[src/rtl/csdec_pkg.sv]
package csdec_pkg;
  typedef enum logic [1:0] {
    FLD_BASE   = 2'd0,
    FLD_MASK   = 2'd1,
    FLD_ENABLE = 2'd2,
    FLD_STATUS = 2'd3
  } cfg_field_e;
endpackage

[src/rtl/csdec_region_bank.sv]
module csdec_region_bank #(
  parameter int NUM_REGIONS = 7,
  parameter int ADDR_W = 32,
  parameter logic [ADDR_W-1:0] RESET_BASE0 = '0,
  parameter logic [ADDR_W-1:0] RESET_MASK0 = '0,
  localparam int SELW = (NUM_REGIONS > 1) ? $clog2(NUM_REGIONS) : 1
) (
  input  logic                               clk,
  input  logic                               rst_n,
  input  logic                               we,
  input  logic [SELW-1:0]                    sel,
  input  csdec_pkg::cfg_field_e              field,
  input  logic [ADDR_W-1:0]                  wdata,
  output logic [NUM_REGIONS-1:0][ADDR_W-1:0] base_o,
  output logic [NUM_REGIONS-1:0][ADDR_W-1:0] mask_o,
  output logic [NUM_REGIONS-1:0]             en_o
);
  import csdec_pkg::*;

  for (genvar i = 0; i < NUM_REGIONS; i++) begin : g_region
    localparam logic [ADDR_W-1:0] BASE_INIT = (i == 0) ? RESET_BASE0 : '0;
    localparam logic [ADDR_W-1:0] MASK_INIT = (i == 0) ? RESET_MASK0 : '0;
    localparam logic              EN_INIT   = (i == 0);

    logic hit_sel;
    assign hit_sel = we && (sel == SELW'(i));

    always_ff @(posedge clk or negedge rst_n) begin
      if (!rst_n) begin
        base_o[i] <= BASE_INIT;
        mask_o[i] <= MASK_INIT;
        en_o[i]   <= EN_INIT;
      end else if (hit_sel) begin
        case (field)
          FLD_BASE:   base_o[i] <= wdata;
          FLD_MASK:   mask_o[i] <= wdata;
          FLD_ENABLE: en_o[i]   <= wdata[0];
          default:    ;
        endcase
      end
    end
  end
endmodule

[src/rtl/csdec_match.sv]
module csdec_match #(
  parameter int NUM_REGIONS = 7,
  parameter int ADDR_W = 32
) (
  input  logic [ADDR_W-1:0]                  addr,
  input  logic [NUM_REGIONS-1:0][ADDR_W-1:0] base_i,
  input  logic [NUM_REGIONS-1:0][ADDR_W-1:0] mask_i,
  input  logic [NUM_REGIONS-1:0]             en_i,
  output logic [NUM_REGIONS-1:0]             raw_vec,
  output logic [NUM_REGIONS-1:0]             hit_vec
);
  function automatic logic in_window(input logic [ADDR_W-1:0] a,
                                     input logic [ADDR_W-1:0] b,
                                     input logic [ADDR_W-1:0] m);
    return ((a ^ b) & m) == '0;
  endfunction

  for (genvar i = 0; i < NUM_REGIONS; i++) begin : g_cmp
    assign raw_vec[i] = in_window(addr, base_i[i], mask_i[i]);
    assign hit_vec[i] = raw_vec[i] && en_i[i];
  end
endmodule

[src/rtl/csdec_resolve.sv]
module csdec_resolve #(
  parameter int NUM_REGIONS = 7,
  parameter int ADDR_W = 32
) (
  input  logic                   clk,
  input  logic                   rst_n,
  input  logic                   req_valid,
  input  logic [ADDR_W-1:0]      req_addr,
  input  logic [NUM_REGIONS-1:0] hit_vec,
  input  logic                   clr_sticky,
  output logic                   single_hit,
  output logic                   fault_evt,
  output logic [NUM_REGIONS-1:0] cs_q,
  output logic                   strobe_q,
  output logic                   err_q,
  output logic [ADDR_W-1:0]      err_addr_q,
  output logic                   sticky_q
);
  function automatic logic is_single(input logic [NUM_REGIONS-1:0] v);
    return (v != '0) && ((v & (v - 1'b1)) == '0);
  endfunction

  assign single_hit = is_single(hit_vec);
  assign fault_evt  = req_valid && !single_hit;

  always_ff @(posedge clk or negedge rst_n) begin
    if (!rst_n) begin
      cs_q       <= '0;
      strobe_q   <= 1'b0;
      err_q      <= 1'b0;
      err_addr_q <= '0;
      sticky_q   <= 1'b0;
    end else begin
      cs_q     <= (req_valid && single_hit) ? hit_vec : '0;
      strobe_q <= req_valid && single_hit;
      err_q    <= fault_evt;
      if (fault_evt) begin
        err_addr_q <= req_addr;
        sticky_q   <= 1'b1;
      end else if (clr_sticky) begin
        sticky_q <= 1'b0;
      end
    end
  end
endmodule

[src/rtl/csreg_decoder.sv]
module csreg_decoder #(
  parameter int NUM_REGIONS = 7,
  parameter int ADDR_W = 32,
  parameter logic [ADDR_W-1:0] RESET_BASE0 = '0,
  parameter logic [ADDR_W-1:0] RESET_MASK0 = {4'hF, {(ADDR_W-4){1'b0}}},
  localparam int SELW = (NUM_REGIONS > 1) ? $clog2(NUM_REGIONS) : 1
) (
  input  logic                   clk,
  input  logic                   rst_n,
  input  logic                   req_valid,
  input  logic [ADDR_W-1:0]      req_addr,
  input  logic                   cfg_we,
  input  logic [SELW-1:0]        cfg_sel,
  input  logic [1:0]             cfg_field,
  input  logic [ADDR_W-1:0]      cfg_wdata,
  output logic [NUM_REGIONS-1:0] cs_sel,
  output logic                   ext_strobe,
  output logic                   err_pulse,
  output logic [ADDR_W-1:0]      err_addr,
  output logic                   err_sticky
);
  import csdec_pkg::*;

  cfg_field_e                         field_e;
  logic [NUM_REGIONS-1:0][ADDR_W-1:0] base_w;
  logic [NUM_REGIONS-1:0][ADDR_W-1:0] mask_w;
  logic [NUM_REGIONS-1:0]             en_w;
  logic [NUM_REGIONS-1:0]             raw_vec;
  logic [NUM_REGIONS-1:0]             hit_vec;
  logic                               clr_sticky;
  logic                               single_hit;
  logic                               fault_evt;

  assign field_e    = cfg_field_e'(cfg_field);
  assign clr_sticky = cfg_we && (field_e == FLD_STATUS) && cfg_wdata[0];

  csdec_region_bank #(
    .NUM_REGIONS(NUM_REGIONS), .ADDR_W(ADDR_W),
    .RESET_BASE0(RESET_BASE0), .RESET_MASK0(RESET_MASK0)
  ) u_bank (
    .clk(clk), .rst_n(rst_n), .we(cfg_we), .sel(cfg_sel),
    .field(field_e), .wdata(cfg_wdata),
    .base_o(base_w), .mask_o(mask_w), .en_o(en_w)
  );

  csdec_match #(.NUM_REGIONS(NUM_REGIONS), .ADDR_W(ADDR_W)) u_match (
    .addr(req_addr), .base_i(base_w), .mask_i(mask_w), .en_i(en_w),
    .raw_vec(raw_vec), .hit_vec(hit_vec)
  );

  csdec_resolve #(.NUM_REGIONS(NUM_REGIONS), .ADDR_W(ADDR_W)) u_resolve (
    .clk(clk), .rst_n(rst_n), .req_valid(req_valid), .req_addr(req_addr),
    .hit_vec(hit_vec), .clr_sticky(clr_sticky),
    .single_hit(single_hit), .fault_evt(fault_evt),
    .cs_q(cs_sel), .strobe_q(ext_strobe), .err_q(err_pulse),
    .err_addr_q(err_addr), .sticky_q(err_sticky)
  );
endmodule

[config.mk]
export PLATFORM = sky130hd
export DESIGN_NAME = csreg_decoder
export DESIGN_NICKNAME = d
export VERILOG_FILES = /design/src/rtl/csdec_pkg.sv /design/src/rtl/csdec_region_bank.sv /design/src/rtl/csdec_match.sv /design/src/rtl/csdec_resolve.sv /design/src/rtl/csreg_decoder.sv
export SDC_FILE = /design/constraint.sdc
export NUM_CORES = 1
export LEC_CHECK = 0
export BUFFER_PORTS_ARGS = -buffer_cell sky130_fd_sc_hd__buf_2
export CAP_MARGIN = 25
export CORE_MARGIN = 2
export CORE_UTILIZATION = 40
export CTS_CLUSTER_DIAMETER = 100
export DETAILED_ROUTE_END_ITERATION = 8
export SKIP_CTS_REPAIR_TIMING = 1
export SLEW_MARGIN = 30
export SYNTH_ARGS = -nofsm -noshare
export SYNTH_HDL_FRONTEND = slang
export SYNTH_SLANG_ARGS = --single-unit
export TNS_END_PERCENT = 10
[constraint.sdc]
create_clock -name clk -period 7.98 [get_ports clk]
set_clock_uncertainty 0.2 [all_clocks]
set_input_delay 0.798 -clock clk [delete_from_list [all_inputs] [get_ports clk]]
set_output_delay 0.798 -clock clk [all_outputs]
set_load 0.01 [all_outputs]
Word-level counts from Yosys, hierarchy flattened
Cells that the tools add are included.
- register bits: 497
- output and inout bits: 42
- $add $sub $neg: 1
- equal/unequal tests: 9
- muxes and demuxes: 3
- bitwise operators: 15
- reduce and logical (&&, ||, !) cells: 53
- operator list (cell ; count):
    bitwise AND 32 bit ; 7
    zero test 32 bit ; 7
    bitwise XOR 32 bit ; 7
    AND reduction 2 bit ; 21
    logical AND 1 bit ; 19
    equality test 3 bit, second input constant ; 3
    bitwise AND 7 bit ; 1
    zero test 7 bit ; 1
    2-to-1 mux 7 bit ; 1
    nonzero test 7 bit ; 1
    subtractor 7 x 1 -> 7 bit, second input constant ; 1
    equality test 3 x 2 -> 1 bit, second input constant ; 2
    equality test 2 bit, second input constant ; 2
    equality test 3 x 1 -> 1 bit, second input constant ; 1
    zero test 3 bit ; 1
    equality test 2 x 1 -> 1 bit, second input constant ; 1
    zero test 2 bit ; 1
    2-to-1 mux 1 bit ; 2
    nonzero test 2 bit ; 1
    zero test 1 bit ; 1

Longest topological paths before layout
Gate-level depths: netlist of the first run.
- depth after elaboration: 11
- gate-level depth with buffers: 11
- gate-level depth less buffers: 9

Hierarchy
A second synthesis of the first run with hierarchy kept.
- cells, all modules: 1535
- area total of the unflattened synthesis: 22302.6 sq um
- by module, submodules not included (module ; times used ; cells each ; area an instance (sq um) ; seq. area each (sq um)):
    csdec_region_bank ; 1 ; 1022 ; 17065.1 ; 11392.2
    csdec_match ; 1 ; 410 ; 3445.8 ; 0.0
    csdec_resolve ; 1 ; 102 ; 1783.0 ; 1051.0
    csreg_decoder ; 1 ; 1 ; 8.8 ; 0.0

Worst setup path before layout of the first run
OpenSTA, ideal clock, no wires.
- path type: input to register
- start point: in req_addr[16]
- end point: reg u_resolve.err_addr_q[10]
- setup time: 0.125 ns
- data arrival time: 3.135 ns
- path slack: 4.520 ns
- cell stages on the path: 11
- cell sequence: buf_2 xor2_1 a22oi_1 nand4_1 or3_4 o211a_1 o211ai_2 a31oi_2 nor3b_4 buf_6 mux2_4
- cells in the longest elaborated chain, start to end: 10
- elaborated cells between the ends (all ways): 35
- those cells by class: add/sub: 1; bitwise: 15; reduce/logical: 19
- RTL lines (what ; RTL line ; text):
    from (decl) ; csreg_decoder.sv:11 ; input logic [ADDR_W-1:0] req_addr,
    bitwise XOR 32 bit ; csdec_match.sv:15 ; return ((a ^ b) & m) == '0;
    bitwise AND 32 bit ; csdec_match.sv:15 ;
    zero test 32 bit ; csdec_match.sv:15 ;
    logical AND 1 bit ; csdec_match.sv:20 ; assign hit_vec[i] = raw_vec[i] && en_i[i];
    subtractor 7 x 1 -> 7 bit ; csdec_resolve.sv:20 ; return (v != '0) && ((v & (v - 1'b1)) == '0);
    bitwise AND 7 bit ; csdec_resolve.sv:20 ;
    zero test 7 bit ; csdec_resolve.sv:20 ;
    logical AND 1 bit * ; csdec_resolve.sv:20 ;
    zero test 1 bit * ; csdec_resolve.sv:24 ; assign fault_evt = req_valid && !single_hit;
    logical AND 1 bit * ; csdec_resolve.sv:24 ;
    to (signal assigned) ; csdec_resolve.sv:38 ; err_addr_q <= req_addr;
    to (decl) ; csdec_resolve.sv:16 ; output logic [ADDR_W-1:0] err_addr_q,
Every way passes the cells marked *; elsewhere a longest branch is shown, timed or not.
A chain may end at the register's enable or synchronous reset.

Worst setup path after layout of the first run
- start point: in req_addr[27]
- end point: reg u_resolve.err_addr_q[1]
The elaborated chain is that of the path after synthesis.

==> results of run 1 <==
-- worst paths after layout --
path	from	end	slack (ns)	depth (start not counted)
setup / recovery	req_addr[27]	u_resolve.err_addr_q[1]	3.52	11
hold / removal	rst_n	u_bank.base_o[175]	0.06	1
setup reg to reg	u_bank.base_o[155]	u_resolve.err_addr_q[1]	3.59	10
hold reg to reg	u_resolve.sticky_q	u_resolve.sticky_q	0.28	1
max in group asynchronous	rst_n	u_resolve.err_addr_q[10]	6.13	2
min in group clk	u_resolve.sticky_q	u_resolve.sticky_q	0.28	1
-- sequential cells by signal, summed over array words and instances, names as in the netlist --
signal	cells
u_resolve.sticky_q	1
u_resolve.err_addr_q	32
u_resolve.err_q	1
u_resolve.strobe_q	1
u_bank.base_o	224
u_bank.en_o	7
u_resolve.cs_q	7
u_bank.mask_o	224
-- metrics by stage --
stage | cell area [µm²] | utilization | total power [µW] | hold slack [ns] | std cells
after global routing | 25000 | 0.462 | 7510 | 0.126 | 2343
after floorplan | 21900 | - | 4090 | 0.278 | 1529
final | 25000 | 0.462 | 7180 | 0.0596 | 2344
after CTS | 25000 | 0.462 | 7250 | 0.0850 | 2343
after global placement | 23000 | 0.427 | 4550 | 0.262 | 2242
after detailed placement | 23100 | 0.427 | 4590 | 0.268 | 2242
-- synthesized netlist by cell type (5+ instances only) --
master / count
clkbuf_1: 48
a22o_1: 13
a22oi_1: 72
dfrtp_1: 492
xor2_1: 224
nor3_1: 8
buf_6: 9
nor2_1: 15
a222oi_1: 7
nand2_1: 19
a221oi_1: 13
mux2_4: 28
mux2_2: 459
nand4_1: 31
dfstp_2: 5
buf_2: 24
buf_1: 30
-- metal layers --
metal | wire length (µm) | up-vias | track usage
met3 | 2850 | 91 | 0.0363
met2 | 29300 | 288 | 0.362
met4 | 1870 | 2 | 0.0723
met1 | 28400 | 6962 | 0.313
li1 | - | 5574 | -
met5 | 8 | - | 0
-- kinds of logic (layout without fill, tap and decap cells) --
| kind of cell | after synthesis | after routing |
|---|---|---|
| flip-flops | 497 | 497 |
| multiplexers | 487 | 487 |
| XOR/XNOR | 224 | 224 |
| buffers and inverters | 114 | 232 |
| AO/OA/AOI/OAI | 112 | 112 |
| AND/OR/NAND/NOR | 95 | 95 |
| other | 0 | 1 |
-- power groups by stage --
stage                     clock, µW  combinational (µW)  sequential (µW)
final                          2650                1240             3290
after global routing           2810                1350             3350
after CTS                      2700                1260             3290
after detailed placement          0                1250             3340
after global placement            0                1230             3320
after floorplan                   0                 818             3270
-- cell type report --
class                      count  area share
tap                          696      0.0349
clock buffer                  78      0.0663
antenna                        1    0.000100
clock inverter                23      0.0104
multi-input combinational    918       0.361
inverter                       1    0.000150
sequential                   497       0.498
timing repair buffer         130      0.0290
-- critical path: stages --
cell and delay (ns):
buf_2 0.20, xor2_1 0.19, a22oi_1 0.50, nand4_1 0.34
nor3_1 0.32, nand4_1 0.33, nand3b_1 0.21, a31oi_1 0.15
nor3b_4 0.61, buf_4 0.66, mux2_2 0.40
==> results.md, run 1 <==
* Sequential share of the synthesized area at 0.567
* Logic pwr share at 0.173
* Status: finished, final reports clean
* Vias in the first global route at 13,547
* XOR/XNOR Fraction of Synth Area at 0.0894
* Total nets after synthesis at 1,602
* Main flop type after synthesis: dfrtp_1
* Most frequent cells in the layout: dfrtp_1 (492), mux2_2 (459), xor2_1 (224)
* Setup crit end kind: flip-flop
* Total core area at 54,000 µm²
* Worst setup SP type: input pin
* Routed WL at 62,400 µm
* Worst Tran Pin Value at 0.910 ns
* Pin count of the biggest net entering global routing at 150
* Layout area overhead at 13.8%
* Setup TNS at 0 ns
* Clk pwr share at 0.369
* DRC violations left at 0
* Post-route setup slack at 3.52 ns
* Cell Pwr Density at 287 nW/µm²
* Post-synth top area cell: dfrtp_1
* Crit path kind: in2reg
* Fmax at 224 MHz
* Pleak at 0.0118 µW
* Gr usage total at 0.225
* VDD IR-drop max at 0.156 mV
* Simple-gate share of the synthesized area at 0.0237
* Initial DRT Pass Iterations at 5
* DIE WIDTH at 238 µm
* TritonCTS clock tree: built
* #FFs+latches synth at 497
* Nets at 1,675
* Mapped Area at 21,900 µm²
* Max-cap viol count at 0
* Clock-pin slew on the worst setup and hold paths at 0.06 ns
* Period Utilization, post-route at 0.559
* Hold/Removal Path Class: in2async
* Finish-stage setup viols at 0
* Worst EP arrival at 4.74 ns
* H-tree depth at 2
* Clock root cell: clkbuf_16
* Multi-input gate area at 9020 µm²
* Vias at 12,917
* Rows at 85
* Largest family of logic cells by synthesized area: multiplexers
* Most common cell after layout, fill and taps aside: dfrtp_1
* Remaining antenna violation count at 0
* HPWL after detailed placement at 41,600 µm
* Post-Synth Adder-Cell Area at 0
* Share of cells above drive strength 1 at 0.443
* Clock latency on the worst-skew pair at 0.60 ns
* Net load switching power at 1950 µW
* Compound-Gate Fraction of Synth Area at 0.0410
* Final-report hold violation count at 0
* Ys Warns at 0
* Switch share at 0.272
* Flop pwr share at 0.459
* Register area at 12,400 µm²
* Die area at 56,800 µm²
* RSZ-0062 raised after global routing: false
* Ranking of synthesized cells by area: dfrtp_1 (56%), mux2_2 (24%), xor2_1 (8.9%)
* GRT overflow at 0
* Mapped Cells at 1,529
* Top cell type's share of synthesized area at 0.561
* Sink Count at 497
* Top-level port count at 115
* Wire length per cell at 26.6 µm
* Int Power at 5230 µW
* Mux cell area share after synthesis at 0.255
* Port Buffer Count at 114
* Max-slew violations at 0
* Yosys cell types at 36
* Pre-CTS setup slack at 2.88 ns
* CTS Buffer Depth at 3
* Die height at 238 µm
* Critical Path RT at 8.26 ns
* Initial antenna violation count at 3
* First-pass GRT wire length at 93,600 µm
* Initial DRC Count at 733
* Asr flop ratio synth at 1.00
* Initial Utilization at 0.406
* Clock period minus final worst setup slack at 4.46 ns
* Vias per Instance at 5.51
* Syn Area/Cell at 14.4 µm²
* CTS buffer count at 54
* Routability congestion estimate at 0.859
* CP max FO at 26
* EDFF count, synth at 0
* Filler Cells Inserted at 4,795
* Relative slew slack at 0.393
No activity file was read; power rests on OpenSTA's default activity.
==> run 2: changes to the inputs <==
Clock period 7.98 ns to 3.6 ns, I/O delays scaled along.
==> run 2 against run 1 <==
Clock power grew 110%. Wire length rose by 1.3%. Sequential cell count stayed put. First-iteration DRC count grew 5.3%. Worst hold slack lost 0.055 ns. Global-route usage barely moved. Critical path depth grew 1. Cell count rose by 3.2%. Critical path type unchanged. Largest power group unchanged. Highest routed layer unchanged.
==> results.md, run 2 (synthesized netlist as in run 1, its figures left out) <==
* Status: finished, final reports clean
* Inst Count DP at 2,314
* Port Buffer Count at 114
* Final cell count without fillers at 2,420
* Vias at 13,186
* Die height at 238 µm
* Nets at 1,754
* Clock latency on the worst-skew pair at 0.61 ns
* Finish-stage setup viols at 0
* Critical Path RT at 3.88 ns
* DIE WIDTH at 238 µm
* Remaining antenna violation count at 0
* Rows at 85
* Top-level port count at 115
* Final-report hold violation count at 0
* Clock-pin slew on the worst setup and hold paths at 0.06 ns
* Clock root cell: clkbuf_16
* Gr usage total at 0.226
* Vias in the first global route at 13,729
* Worst EP arrival at 3.76 ns
* Final instance area at 25,500 µm²
* Power Total at 15,800 µW
* Register area at 12,400 µm²
* CTS buffer count at 54
* FF-to-FF path depth at 10
* Most common cell after layout, fill and taps aside: dfrtp_1
* Share of cells above drive strength 1 at 0.456
* HPWL after detailed placement at 42,800 µm
* Multi-input gate area at 9000 µm²
* Initial antenna violation count at 4
* Net load switching power at 4260 µW
* Vias per Instance at 5.45
* Clock period minus final worst setup slack at 3.48 ns
* Pleak at 0.0121 µW
* Worst setup SP type: input pin
* GRT overflow at 0
* VDD IR-drop max at 0.331 mV
* Reg-to-reg slack, setup at 0.16 ns
* Largest regs: u_bank.base_o (224), u_bank.mask_o (224), u_resolve.err_addr_q (32)
* Total core area at 54,000 µm²
* Logic pwr share at 0.186
* Pin count of the biggest net entering global routing at 120
* Max-cap viol count at 0
* Period Utilization, post-route at 0.967
* Crit path kind: in2reg
* Initial Utilization at 0.406
* Sink Count at 497
* Initial DRT Pass Iterations at 5
* Flop pwr share at 0.463
* Filler Cells Inserted at 4,749
* Initial DRC Count at 772
* Cell Pwr Density at 617 nW/µm²
* Fmax at 287 MHz
* Critical register-to-register path startpoint: u_bank.base_o[76]
* Util after Layout at 0.472
* TritonCTS clock tree: built
* Clk pwr share at 0.351
* DRC violations left at 0
* Worst Tran Pin Value at 0.797 ns
* Die area at 56,800 µm²
* Cell Area, Placed at 23,700 µm²
* RSZ-0062 raised after global routing: false
* Hold/Removal Path Class: in2async
* H-tree depth at 2
* Routability congestion estimate at 0.871
* First-pass GRT wire length at 93,500 µm
* CTS Buffer Depth at 3
* Switch share at 0.271
* Max-slew violations at 0
* Layout area overhead at 16.3%
* Setup crit end kind: flip-flop
* CP max FO at 19
* Routed WL at 63,200 µm
* FF-to-FF End: u_resolve.err_addr_q[2]
* Wire length per cell at 26.1 µm
* Most frequent cells in the layout: dfrtp_1 (492), mux2_2 (459), xor2_1 (224)
* Int Power at 11,500 µW
* Relative slew slack at 0.467
run 2: cell type report:
class,count,area share
Timing Repair Buffer,209,0.0558
Inverter,1,0.000147
Clock inverter,8,0.00377
Multi-Input combinational cell,918,0.353
Clock buffer,90,0.0658
Antenna cell,1,0.0000980
Sequential cell,497,0.488
Tap cell,696,0.0341
run 2: worst max path at each step:
stage / startpoint / to / slack, ns / depth (start not counted)
floorplan: req_addr[16] / u_resolve.err_addr_q[10] / 0.58 / 11
global placement: req_addr[12] / u_resolve.err_addr_q[2] / 0.02 / 11
detailed placement: req_addr[4] / u_resolve.err_addr_q[2] / -0.05 / 12
CTS: u_bank.base_o[76] / u_resolve.err_addr_q[2] / 0.25 / 10
global route: req_addr[19] / u_resolve.err_addr_q[2] / 0.06 / 13
finish: req_addr[19] / u_resolve.err_addr_q[2] / 0.12 / 12
run 2: stage by stage:
step                      setup slack, ns  setup TNS [ns]  hold WS, ns
final                               0.119               0      0.00459
after global routing               0.0551               0      0.00446
after CTS                           0.249               0       -0.614
after detailed placement          -0.0460          -0.434       0.0244
after global placement             0.0236               0       0.0228
after floorplan                     0.578               0       -0.136
run 2: power by group through the flow:
stage,sequential (µW),combinational [µW],clock [µW]
after floorplan,7250,1810,0
after global placement,7340,2880,0
after detailed placement,7390,2930,0
after CTS,7290,2950,5650
after global routing,7420,3150,5880
final,7290,2930,5530
run 2: worst max-delay path: stages:
cell           delay, ns
dlygate4sd3_1       0.55
buf_2               0.15
buf_4               0.18
xor2_1              0.16
a22o_1              0.28
a221oi_1            0.50
nand4_1             0.32
nand3b_1            0.19
a31oi_1             0.16
nor3b_4             0.29
buf_12              0.26
mux2_2              0.36
run 2: layer usage:
layer	wire length, µm	track usage	up-vias
met5	18	0	-
met4	967	0.0500	4
met3	2470	0.0322	64
met2	31000	0.376	266
met1	28800	0.314	7102
li1	-	-	5750
